`config.mk`:
```
export PLATFORM = sky130hd
export DESIGN_NAME = mgmt_page_bridge
export DESIGN_NICKNAME = d
export VERILOG_FILES = /design/src/rtl/mpb_pkg.sv /design/src/rtl/mpb_phy_file.sv /design/src/rtl/mpb_window_regs.sv /design/src/rtl/mpb_ibus_master.sv /design/src/rtl/mgmt_page_bridge.sv
export SDC_FILE = /design/constraint.sdc
export NUM_CORES = 1
export LEC_CHECK = 0
export BUFFER_PORTS_ARGS = -buffer_cell sky130_fd_sc_hd__clkbuf_2
export CORE_MARGIN = 2
export CORE_UTILIZATION = 38
export DETAILED_ROUTE_END_ITERATION = 7
export PLACE_DENSITY_LB_ADDON = 0.2
export SLEW_MARGIN = 20
export SYNTH_ARGS = -nofsm -noshare
export SYNTH_HDL_FRONTEND = slang
export SYNTH_HIERARCHICAL = 1
export SYNTH_SLANG_ARGS = --single-unit
```
`constraint.sdc`:
```
create_clock -name clk -period 3.2 [get_ports clk]
set_input_delay 0.64 -clock clk [delete_from_list [all_inputs] [get_ports clk]]
set_output_delay 0.64 -clock clk [all_outputs]
set_load 0.02 [all_outputs]
```
`src/rtl/mpb_pkg.sv`:
```
package mpb_pkg;
  localparam int REG_AW   = 5;
  localparam int HALF_W   = 16;
  localparam int PAGE_W   = 3;

  localparam logic [REG_AW-1:0] RN_PAGE  = 5'h1F;
  localparam logic [REG_AW-1:0] RN_MODE  = 5'h10;
  localparam logic [REG_AW-1:0] RN_WA_HI = 5'h11;
  localparam logic [REG_AW-1:0] RN_WA_LO = 5'h12;
  localparam logic [REG_AW-1:0] RN_WD_HI = 5'h13;
  localparam logic [REG_AW-1:0] RN_WD_LO = 5'h14;
  localparam logic [REG_AW-1:0] RN_RA_HI = 5'h15;
  localparam logic [REG_AW-1:0] RN_RA_LO = 5'h16;
  localparam logic [REG_AW-1:0] RN_RD_HI = 5'h17;
  localparam logic [REG_AW-1:0] RN_RD_LO = 5'h18;

  localparam logic [PAGE_W-1:0] PG_LOCAL  = 3'd0;
  localparam logic [PAGE_W-1:0] PG_BRIDGE = 3'd4;
endpackage

```
`src/rtl/mpb_phy_file.sv`:
```
module mpb_phy_file #(
  parameter int DW    = 16,
  parameter int AW    = 5,
  parameter int DEPTH = 31
) (
  input  logic          clk,
  input  logic          rst_n,
  input  logic          wr_en,
  input  logic [AW-1:0] addr,
  input  logic [DW-1:0] wdata,
  output logic [DW-1:0] rdata
);
  logic [DW-1:0] ent [DEPTH];

  for (genvar i = 0; i < DEPTH; i++) begin : g_ent
    logic en;
    logic [DW-1:0] q;
    assign en = wr_en && (addr == AW'(i));
    always_ff @(posedge clk or negedge rst_n) begin
      if (!rst_n)  q <= '0;
      else if (en) q <= wdata;
    end
    assign ent[i] = q;
  end

  always_comb begin
    rdata = '0;
    for (int i = 0; i < DEPTH; i++) begin
      if (addr == AW'(i)) rdata = ent[i];
    end
  end
endmodule

```
`src/rtl/mpb_window_regs.sv`:
```
module mpb_window_regs
  import mpb_pkg::*;
#(
  parameter int HDW       = 16,
  parameter int ADDR_STEP = 4
) (
  input  logic              clk,
  input  logic              rst_n,
  input  logic              wr_en,
  input  logic [REG_AW-1:0] reg_sel,
  input  logic [HDW-1:0]    wdata,
  input  logic              busy,
  input  logic              done_wr,
  input  logic              done_rd,
  input  logic [2*HDW-1:0]  rd_result,
  output logic [HDW-1:0]    rd_val,
  output logic              launch_wr,
  output logic              launch_rd,
  output logic [2*HDW-1:0]  cmd_addr,
  output logic [2*HDW-1:0]  cmd_data
);
  localparam int FW = 2 * HDW;
  localparam logic [FW-1:0] STEP = FW'(ADDR_STEP);

  logic          mode_q, mode_d;
  logic [FW-1:0] wa_q, wa_d, ra_q, ra_d, wd_q, wd_d;
  logic          host_wa, host_ra;

  assign host_wa = wr_en && (reg_sel == RN_WA_HI || reg_sel == RN_WA_LO);
  assign host_ra = wr_en && (reg_sel == RN_RA_HI || reg_sel == RN_RA_LO);

  assign launch_wr = wr_en && (reg_sel == RN_WD_LO) && !busy;
  assign launch_rd = wr_en && (reg_sel == RN_RA_LO) && !busy;
  assign cmd_addr  = launch_rd ? {ra_q[FW-1:HDW], wdata} : wa_q;
  assign cmd_data  = {wd_q[FW-1:HDW], wdata};

  always_comb begin
    mode_d = mode_q;
    wa_d   = wa_q;
    ra_d   = ra_q;
    wd_d   = wd_q;
    if (done_wr && mode_q) wa_d = wa_q + STEP;
    if (done_rd && mode_q) ra_d = ra_q + STEP;
    if (wr_en) begin
      unique case (reg_sel)
        RN_MODE:  mode_d = wdata[HDW-1];
        RN_WA_HI: wa_d = {wdata, wa_q[HDW-1:0]};
        RN_WA_LO: wa_d = {wa_q[FW-1:HDW], wdata};
        RN_WD_HI: wd_d = {wdata, wd_q[HDW-1:0]};
        RN_WD_LO: wd_d = {wd_q[FW-1:HDW], wdata};
        RN_RA_HI: ra_d = {wdata, ra_q[HDW-1:0]};
        RN_RA_LO: ra_d = {ra_q[FW-1:HDW], wdata};
        default:  ;
      endcase
    end
  end

  always_ff @(posedge clk or negedge rst_n) begin
    if (!rst_n) begin
      mode_q <= 1'b0;
      wa_q   <= '0;
      ra_q   <= '0;
      wd_q   <= '0;
    end else begin
      mode_q <= mode_d;
      wa_q   <= wa_d;
      ra_q   <= ra_d;
      wd_q   <= wd_d;
    end
  end

  always_comb begin
    rd_val = '0;
    unique case (reg_sel)
      RN_MODE:  rd_val[HDW-1] = mode_q;
      RN_WA_HI: rd_val = wa_q[FW-1:HDW];
      RN_WA_LO: rd_val = wa_q[HDW-1:0];
      RN_WD_HI: rd_val = wd_q[FW-1:HDW];
      RN_WD_LO: rd_val = wd_q[HDW-1:0];
      RN_RA_HI: rd_val = ra_q[FW-1:HDW];
      RN_RA_LO: rd_val = ra_q[HDW-1:0];
      RN_RD_HI: rd_val = rd_result[FW-1:HDW];
      RN_RD_LO: rd_val = rd_result[HDW-1:0];
      default:  rd_val = '0;
    endcase
  end

  AST_FIXED_WA_HOLD: assert property (@(posedge clk) disable iff (!rst_n)
    (!mode_q && !host_wa) |=> $stable(wa_q));
  AST_FIXED_RA_HOLD: assert property (@(posedge clk) disable iff (!rst_n)
    (!mode_q && !host_ra) |=> $stable(ra_q));
  AST_WA_STEP: assert property (@(posedge clk) disable iff (!rst_n)
    (done_wr && mode_q && !host_wa) |=> wa_q == $past(wa_q) + STEP);
  AST_HOST_WINS_LO: assert property (@(posedge clk) disable iff (!rst_n)
    (wr_en && reg_sel == RN_WA_LO) |=> wa_q[HDW-1:0] == $past(wdata));
endmodule

```
`src/rtl/mpb_ibus_master.sv`:
```
module mpb_ibus_master #(
  parameter int AW = 32,
  parameter int DW = 32
) (
  input  logic          clk,
  input  logic          rst_n,
  input  logic          launch_wr,
  input  logic          launch_rd,
  input  logic [AW-1:0] cmd_addr,
  input  logic [DW-1:0] cmd_data,
  input  logic          ibus_ack,
  input  logic [DW-1:0] ibus_rdata,
  output logic          ibus_req,
  output logic          ibus_we,
  output logic [AW-1:0] ibus_addr,
  output logic [DW-1:0] ibus_wdata,
  output logic          done_wr,
  output logic          done_rd,
  output logic [DW-1:0] rd_result
);
  logic          req_q, req_d, we_q, we_d;
  logic [AW-1:0] addr_q, addr_d;
  logic [DW-1:0] data_q, data_d, res_q, res_d;
  logic          start, complete;

  assign start    = (launch_wr || launch_rd) && !req_q;
  assign complete = req_q && ibus_ack;
  assign done_wr  = complete && we_q;
  assign done_rd  = complete && !we_q;

  always_comb begin
    req_d  = req_q;
    we_d   = we_q;
    addr_d = addr_q;
    data_d = data_q;
    res_d  = res_q;
    if (complete) begin
      req_d = 1'b0;
      if (!we_q) res_d = ibus_rdata;
    end else if (start) begin
      req_d  = 1'b1;
      we_d   = launch_wr;
      addr_d = cmd_addr;
      data_d = launch_wr ? cmd_data : data_q;
    end
  end

  always_ff @(posedge clk or negedge rst_n) begin
    if (!rst_n) begin
      req_q  <= 1'b0;
      we_q   <= 1'b0;
      addr_q <= '0;
      data_q <= '0;
      res_q  <= '0;
    end else begin
      req_q  <= req_d;
      we_q   <= we_d;
      addr_q <= addr_d;
      data_q <= data_d;
      res_q  <= res_d;
    end
  end

  assign ibus_req   = req_q;
  assign ibus_we    = we_q;
  assign ibus_addr  = addr_q;
  assign ibus_wdata = data_q;
  assign rd_result  = res_q;

  AST_REQ_HOLD: assert property (@(posedge clk) disable iff (!rst_n)
    (ibus_req && !ibus_ack) |=> (ibus_req && $stable(ibus_addr) && $stable(ibus_we) && $stable(ibus_wdata)));
  AST_REQ_DROP: assert property (@(posedge clk) disable iff (!rst_n)
    (ibus_req && ibus_ack) |=> !ibus_req);
  AST_RESULT_HOLD: assert property (@(posedge clk) disable iff (!rst_n)
    !(ibus_req && ibus_ack && !ibus_we) |=> $stable(rd_result));
  AST_RESULT_LOAD: assert property (@(posedge clk) disable iff (!rst_n)
    (ibus_req && ibus_ack && !ibus_we) |=> rd_result == $past(ibus_rdata));
endmodule

```
`src/rtl/mgmt_page_bridge.sv`:
```
module mgmt_page_bridge
  import mpb_pkg::*;
#(
  parameter int HDW       = 16,
  parameter int PHY_DEPTH = 31,
  parameter int ADDR_STEP = 4
) (
  input  logic              clk,
  input  logic              rst_n,
  input  logic              host_wr,
  input  logic              host_rd,
  input  logic [REG_AW-1:0] host_reg,
  input  logic [HDW-1:0]    host_wdata,
  output logic [HDW-1:0]    host_rdata,
  output logic              host_rvalid,
  output logic              bridge_busy,
  output logic              ibus_req,
  output logic              ibus_we,
  output logic [2*HDW-1:0]  ibus_addr,
  output logic [2*HDW-1:0]  ibus_wdata,
  input  logic              ibus_ack,
  input  logic [2*HDW-1:0]  ibus_rdata
);
  localparam int FW = 2 * HDW;

  logic [PAGE_W-1:0] page_q, page_d;
  logic              page_en, phy_we, win_we;
  logic [HDW-1:0]    phy_rval, win_rval, rdata_d, rdata_q;
  logic              rvalid_q;
  logic              launch_wr, launch_rd, done_wr, done_rd;
  logic [FW-1:0]     cmd_addr, cmd_data, rd_result;

  assign page_en = host_wr && (host_reg == RN_PAGE);
  assign phy_we  = host_wr && (host_reg != RN_PAGE) && (page_q == PG_LOCAL);
  assign win_we  = host_wr && (host_reg != RN_PAGE) && (page_q == PG_BRIDGE);

  always_comb begin
    page_d = page_q;
    if (page_en) page_d = host_wdata[PAGE_W-1:0];
  end

  always_comb begin
    rdata_d = '0;
    if (host_reg == RN_PAGE)         rdata_d[PAGE_W-1:0] = page_q;
    else if (page_q == PG_LOCAL)     rdata_d = phy_rval;
    else if (page_q == PG_BRIDGE)    rdata_d = win_rval;
  end

  always_ff @(posedge clk or negedge rst_n) begin
    if (!rst_n) begin
      page_q   <= '0;
      rdata_q  <= '0;
      rvalid_q <= 1'b0;
    end else begin
      page_q   <= page_d;
      rvalid_q <= host_rd;
      if (host_rd) rdata_q <= rdata_d;
    end
  end

  assign host_rdata  = rdata_q;
  assign host_rvalid = rvalid_q;
  assign bridge_busy = ibus_req;

  mpb_phy_file #(.DW(HDW), .AW(REG_AW), .DEPTH(PHY_DEPTH)) u_phy (
    .clk   (clk),
    .rst_n (rst_n),
    .wr_en (phy_we),
    .addr  (host_reg),
    .wdata (host_wdata),
    .rdata (phy_rval)
  );

  mpb_window_regs #(.HDW(HDW), .ADDR_STEP(ADDR_STEP)) u_win (
    .clk       (clk),
    .rst_n     (rst_n),
    .wr_en     (win_we),
    .reg_sel   (host_reg),
    .wdata     (host_wdata),
    .busy      (ibus_req),
    .done_wr   (done_wr),
    .done_rd   (done_rd),
    .rd_result (rd_result),
    .rd_val    (win_rval),
    .launch_wr (launch_wr),
    .launch_rd (launch_rd),
    .cmd_addr  (cmd_addr),
    .cmd_data  (cmd_data)
  );

  mpb_ibus_master #(.AW(FW), .DW(FW)) u_mst (
    .clk        (clk),
    .rst_n      (rst_n),
    .launch_wr  (launch_wr),
    .launch_rd  (launch_rd),
    .cmd_addr   (cmd_addr),
    .cmd_data   (cmd_data),
    .ibus_ack   (ibus_ack),
    .ibus_rdata (ibus_rdata),
    .ibus_req   (ibus_req),
    .ibus_we    (ibus_we),
    .ibus_addr  (ibus_addr),
    .ibus_wdata (ibus_wdata),
    .done_wr    (done_wr),
    .done_rd    (done_rd),
    .rd_result  (rd_result)
  );

  AST_REQ_ONLY_FROM_BRIDGE: assert property (@(posedge clk) disable iff (!rst_n)
    $rose(ibus_req) |-> $past(page_q) == PG_BRIDGE);
  AST_BUSY_NO_RELAUNCH: assert property (@(posedge clk) disable iff (!rst_n)
    (ibus_req && !ibus_ack && host_wr && host_reg == RN_WD_LO) |=> (ibus_req && $stable(ibus_wdata)));
  AST_PAGE_LOAD: assert property (@(posedge clk) disable iff (!rst_n)
    page_en |=> page_q == $past(host_wdata[PAGE_W-1:0]));
  AST_RVALID: assert property (@(posedge clk) disable iff (!rst_n)
    host_rd |=> host_rvalid);
endmodule

```
==> results of run 1 <==
-- layout by cell type, fill, tap and decap left out, types with 59 or more instances in the layout --
master,n
nor2_1,127
a21oi_1,93
buf_12,68
mux2_1,113
nand2_1,169
o21ai_0,108
mux2_2,522
o22ai_1,75
buf_4,313
clkbuf_16,83
mux2_4,59
a22oi_1,71
dfrtp_1,711
clkbuf_2,138
nand3_1,67
-- area by class of cell --
cell class	instances	area, um2	area share, %
repair buffers	523	4450	10.2
flip-flops and latches	711	17800	40.9
inverters	28	105	0.242
clock inverters	27	353	0.812
well taps	1265	1580	3.64
clock buffers	122	2470	5.69
multi-input cells	2046	16700	38.4
diodes	2	5.00	0.0115
-- what timing repair did --
action,in CTS,in global routing
gates resized for setup,0,0
hold buffers,1,0
hold endpoints to repair,34,0
-- per-layer routing --
| metal | track usage [%] | vias up |
|---|---|---|
| li1 | - | 12042 |
| met1 | 38.4 | 14666 |
| met2 | 43.2 | 1263 |
| met3 | 4.27 | 270 |
| met4 | 10.9 | 4 |
| met5 | 0 | - |
-- registers in the layout, indices dropped and copies added, names as in the netlist --
name              flops
u_phy/g_ent.q       496
u_mst/ibus_req        1
host_rdata           16
u_win/wa_q           32
host_rvalid           1
u_win/mode_q          1
u_mst/rd_result      32
u_mst/ibus_we         1
page_q                3
u_win/wd_q           32
u_mst/ibus_addr      32
u_win/ra_q           32
u_mst/ibus_wdata     32
-- per-stage QoR --
stage | cells | TNS, ns | total power [W]
5_1_grt | 4722 | 0 | 0.0268
4_1_cts | 4722 | 0 | 0.0260
6_report | 4724 | 0 | 0.0258
3_3_place_gp | 4572 | -11.46 | 0.0160
2_1_floorplan | 3077 | 0 | 0.0141
3_5_place_dp | 4572 | -19.26 | 0.0161
-- power breakdown --
part | internal [W] | switching, W | total [W]
logic | 0.00213 | 0.00212 | 0.00425
registers | 0.0106 | 0.00118 | 0.0118
clock network | 0.00578 | 0.00400 | 0.00978
total | 0.0185 | 0.00730 | 0.0258
-- how the worst max path moves through the flow --
stage	startpoint	endpoint	slack (ns)	cells after the start
floorplan	host_reg[4]	u_mst/ibus_addr[0]$_DFFE_PN0P_	0.28	12
global placement	host_reg[1]	host_rdata[4]$_DFFE_PN0P_	-0.43	14
detailed placement	host_reg[1]	host_rdata[4]$_DFFE_PN0P_	-0.47	14
CTS	host_reg[1]	host_rdata[4]$_DFFE_PN0P_	0.21	14
global route	host_reg[1]	host_rdata[15]$_DFFE_PN0P_	0.07	13
finish	host_reg[1]	host_rdata[4]$_DFFE_PN0P_	0.13	14
-- cells by family after synthesis --
group / share of synthesized area (%)
adders and majority gates: 0.100
DFF: 49.2
xor gates and xnor gates: 0.339
AOI/OAI and AO/OA: 12.2
and+or+nand+nor: 9.41
buffers and inverters: 4.69
muxes: 24.1
==> impl_metrics.yaml, run 1 <==
run_status:
  run_status: "finished, final reports clean"
yosys:
  synth_edf_count: 0
  synthFlopType: "dfrtp_1"
  ys_ff_latch: 711
  yosysMostFrequentCell: "dfrtp_1"
  syn_area_per_cell_um2: 11.8
  ys_async_sr_fraction_pct: 100
  synth_cells: 3077
  yosysWarnings: 6
  syn_nets: 3137
  synth.top_cell.area_share_pct: 49.2
  yosys.area.top_type: "dfrtp_1"
  synth_common_cells: "dfrtp_1 (711), mux2_2 (522), nand2_1 (169)"
  synth_cell_types: 108
  ys_seq_area_share_pct: 49.2
  synth_area_um2: 36200
  ys_top_cells_by_area: "dfrtp_1 (49%), mux2_2 (16%), mux2_1 (3.5%)"
drt:
  top_layer: "met5"
  met1_length_mm: 59.6
  routed-wl-met3_mm: 9.38
  viasPerCell: 5.98
  drt_first_iter_violations: 2851
  wirelength_mm: 137
  dr.pass1.iters: 6
  drc: 0
  wl_per_cell_um: 28.9
  num_vias: 28245
  wl_met2_mm: 62.0
  ant_nets: 0
clocking:
  cts_root_buf: "clkbuf_16"
  cts_tree: "done"
  post_cts_buffers: 0
  cts_sinks: 711
  cts_buffers: 82
  htreeDepth: 3
  cts_max_path_buffers: 3
  clock_latency_ns: 0.67
  path_clk_slew_ns: 0.06
sta:
  fin_skew_ns: 0.0323
  fin_ws_ns: 0.134
  worst_pin_slew_ns: 0.903
  finalCritPeriodShare_pct: 95.8
  final_hold_viol_count: 0
  period_needed_ns: 3.07
  whs_ns: 0.220
  fmax_mhz: 326
  max-slew-margin-rel_pct: 38.3
  drv_slew: 0
  setup_violations: 0
  rsz0062_at_grt: "false"
placed_design:
  port_buffers: 141
  dp_slack_ns: -0.469
  place_area_um2: 40600
  place_congestion: 0.980
  hpwl_mm: 98.1
layout:
  fin_nets: 3452
  final_area_um2: 43500
  final_core_util_pct: 45.9
  syn_to_final_growth_pct: 20.2
  fillCellCount: 8581
  drive_above_1_share_pct: 38.5
worst_hold_path:
  hp-start: "ibus_rdata[1]"
  whs_endpoint: "u_mst/rd_result[1]$_DFFE_PN0P_"
  min_path_type: "input port to register"
  holdPathStages: 2
die:
  core_um2: 94600
  die_h_um: 312
  io_pins: 142
  die_area_um2: 97600
  initial_utilization_pct: 38.2
  die_x_um: 312
  fp-row-count: 113
grt:
  grt_max_degree: 105
  antenna_found_initial: 2
  grt_pass1_vias: 28390
  track_usage_pct: 27.6
  grt_pass1_wl_mm: 201
  grt_overflow_total: 0
worst_setup_path:
  critical_path_arrival_ns: 3.64
  slowest_delay_ns: 0.45
  critPathBufInv: 5
  rr_worst_depth: 11
  critPathTopFamily: "compound AO/OA/AOI/OAI gates"
  end_kind: "register"
  worstPathCellList: "buf_6, buf_4, nor2b_1, buf_4, nand2_1, a31oi_1, a21oi_1, buf_4, a222oi_1, buf_4, o31a_1, mux2_2, nand2_1, o22ai_1"
  crit_required_ns: 3.78
  timing.rr.start: "u_phy/g_ent[2].q[15]$_DFFE_PN0P_"
  path_common_cell: "buf_4"
  r2r_setup_slack_ns: 0.31
  slowest_stage: "a222oi_1"
  timing.rr.end: "host_rdata[15]$_DFFE_PN0P_"
  cp_max_fo: 17
  worstSetupStartpointType: "input port"
  worstSetupPathType: "input port to register"
power:
  ir_drop_uv: 387
  power_density_nw_per_um2: 594
  p_leak_nw: 19.9
flow_run:
  max_cap_violations: 0
No activity file was read; power rests on OpenSTA's default activity.
==> inputs of run 2 (changes only) <==
--- a/config.mk
+++ b/config.mk
@@ -7,7 +7,7 @@
 export LEC_CHECK = 0
 export BUFFER_PORTS_ARGS = -buffer_cell sky130_fd_sc_hd__clkbuf_2
 export CORE_MARGIN = 2
-export CORE_UTILIZATION = 38
+export CORE_UTILIZATION = 50
 export DETAILED_ROUTE_END_ITERATION = 7
 export PLACE_DENSITY_LB_ADDON = 0.2
 export SLEW_MARGIN = 20
==> run 2 against run 1 <==
Effect of this change:
- the run now ends with DRC left
- wire length decreased by 7.2%
- non-clock buffer count decreased by 33
- cell area decreased by 1.9%
- sequential cell count unchanged
- clock power decreased by 3.5%
- final cell count decreased by 7.4%
- sequential share of layout area increased by 0.81 points
- via count decreased by 0.13%
- critical path depth decreased by 1
- die area decreased by 24%
- largest cell class unchanged
- first-iteration DRC count increased by 9.0%
- core utilization increased by 14 points
==> impl_metrics.yaml, run 2 (synthesis results as in run 1) <==
clocking:
  cts_tree: "done"
  post_cts_buffers: 0
  path_clk_slew_ns: 0.06
  ctsResizeCount: 0
  cts_buffers: 81
  holdBufCountCts: 0
  cts_sinks: 711
  htreeDepth: 3
  cts_root_buf: "clkbuf_16"
  cts_max_path_buffers: 3
  clock_latency_ns: 0.67
sta:
  drv_slew: 0
  setup_violations: 0
  worst_pin_slew_ns: 1.06
  fmax_mhz: 328
  setup-tns-final_ns: 0
  rsz0062_at_grt: "false"
  period_needed_ns: 3.05
  max-slew-margin-rel_pct: 29.3
  fin_skew_ns: 0.0534
  fin_ws_ns: 0.154
  finalCritPeriodShare_pct: 95.2
  final_hold_viol_count: 0
die:
  io_pins: 142
  die_h_um: 273
  die_area_um2: 74500
  die_x_um: 273
  initial_utilization_pct: 50.6
  fp-row-count: 98
  core_um2: 71500
placed_design:
  place_area_um2: 39900
  port_buffers: 141
  hpwl_mm: 89.5
  dp_slack_ns: -0.446
  dp.cells: 4225
  place_congestion: 1.02
drt:
  wirelength_mm: 127
  viasPerCell: 6.45
  drt_first_iter_violations: 3109
  dr.pass1.iters: 8
  num_vias: 28208
  ant_nets: 0
  drc: 8
  wl_per_cell_um: 29.0
worst_setup_path:
  worstSetupPathType: "input port to register"
  critical_path_arrival_ns: 3.66
  crit_required_ns: 3.81
  end_kind: "register"
  worstPathCellList: "clkbuf_2, nand2b_1, buf_4, or3_1, a21oi_1, a2111oi_0, buf_4, o311ai_1, buf_4, a21oi_1, mux2i_1, a2111oi_2, o22a_1"
  cp_max_fo: 6
  slowest_stage: "a2111oi_0"
  path_common_cell: "buf_4"
  slowest_delay_ns: 0.58
  worstSetupStartpointType: "input port"
power:
  p_int_w: 0.0181
  netSwitchingPower_w: 0.00718
  power_frac_seq_pct: 46.4
  p_total_w: 0.0253
  ir_drop_uv: 480
  pwr-share-clk_pct: 37.3
  comb_power_share_pct: 16.4
  power_density_nw_per_um2: 594
  p_leak_nw: 19.7
  swShare_pct: 28.3
layout:
  drive_above_1_share_pct: 37.9
  fin_nets: 3418
  syn_to_final_growth_pct: 17.8
  mostFrequentLayoutCells: "dfrtp_1 (711), mux2_2 (522), buf_4 (291), nand2_1 (169), clkbuf_2 (138)"
  stdcell_count: 4373
  largest-register: "u_phy/g_ent.q"
  final_common_cell: "dfrtp_1"
  final_area_um2: 42600
  largest_register_ffs: 496
flow_run:
  max_cap_violations: 0
run_status:
  failed_checks: "DRC"
  run_status: "complete, but fails checks"
grt:
  antenna_found_initial: 4
  grt_max_degree: 84
  grt_overflow_total: 0
  grt_pass1_vias: 28657
  track_usage_pct: 33.8
  grt_pass1_wl_mm: 188
worst_hold_path:
  min_path_type: "input port to async pin"
## run 2: critical path, delay by kind of cell
family / cells / cell delay, ns
mux: 1 / 0.15
compound gates: 6 / 1.63
simple gates: 2 / 0.41
buf+inv: 4 / 0.83
## run 2: metal layers
metal | track usage [%] | up-vias | share of wire, %
li1 | - | 11950 | -
met1 | 44.5 | 14268 | 40
met2 | 53.4 | 1554 | 46
met3 | 5.92 | 434 | 8.1
met4 | 17.8 | 2 | 6.2
met5 | 0 | - | 0.0079
## run 2: stage by stage
step           utilization, %  hold WS [ns]
2_1_floorplan               -         0.344
3_3_place_gp             55.8         0.458
3_5_place_dp             55.8         0.466
4_1_cts                  59.6        0.0534
5_1_grt                  59.6        0.0770
6_report                 59.6        0.0391
## run 2: final timing paths
check / startpoint / endpoint / slack (ns) / cells after the start
worst max register to register: u_phy/g_ent[3].q[14]$_DFFE_PN0P_ / host_rdata[14]$_DFFE_PN0P_ / 0.43 / 10
max in group asynchronous: rst_n / u_phy/g_ent[19].q[9]$_DFFE_PN0P_ / 2.10 / 2
worst max-delay path: host_reg[3] / host_rdata[2]$_DFFE_PN0P_ / 0.15 / 13
worst min register to register: u_phy/g_ent[13].q[6]$_DFFE_PN0P_ / u_phy/g_ent[13].q[6]$_DFFE_PN0P_ / 0.48 / 1
min in group clk: ibus_rdata[16] / u_mst/rd_result[16]$_DFFE_PN0P_ / 0.21 / 2
worst min-delay path: rst_n / u_win/ra_q[22]$_DFFE_PN0P_ / 0.04 / 1
## run 2: layout make-up
| cell class | count | area [um2] |
|---|---|---|
| tap | 950 | 1190 |
| sequential | 711 | 17800 |
| antenna | 1 | 2.50 |
| clock buffer | 111 | 2310 |
| inverter | 28 | 105 |
| clock inverter | 36 | 443 |
| fill | 5769 | 28900 |
| timing repair buffer | 490 | 4070 |
| multi-input combinational | 2046 | 16700 |
## run 2: power by group through the flow
| stage | Clock (W) | Combinational, W | Sequential, W |
|---|---|---|---|
| 6_report | 0.00944 | 0.00415 | 0.0117 |
| 2_1_floorplan | 0 | 0.00265 | 0.0114 |
| 3_5_place_dp | 0 | 0.00410 | 0.0118 |
| 3_3_place_gp | 0 | 0.00398 | 0.0117 |
| 5_1_grt | 0.00995 | 0.00442 | 0.0119 |
| 4_1_cts | 0.00962 | 0.00413 | 0.0117 |
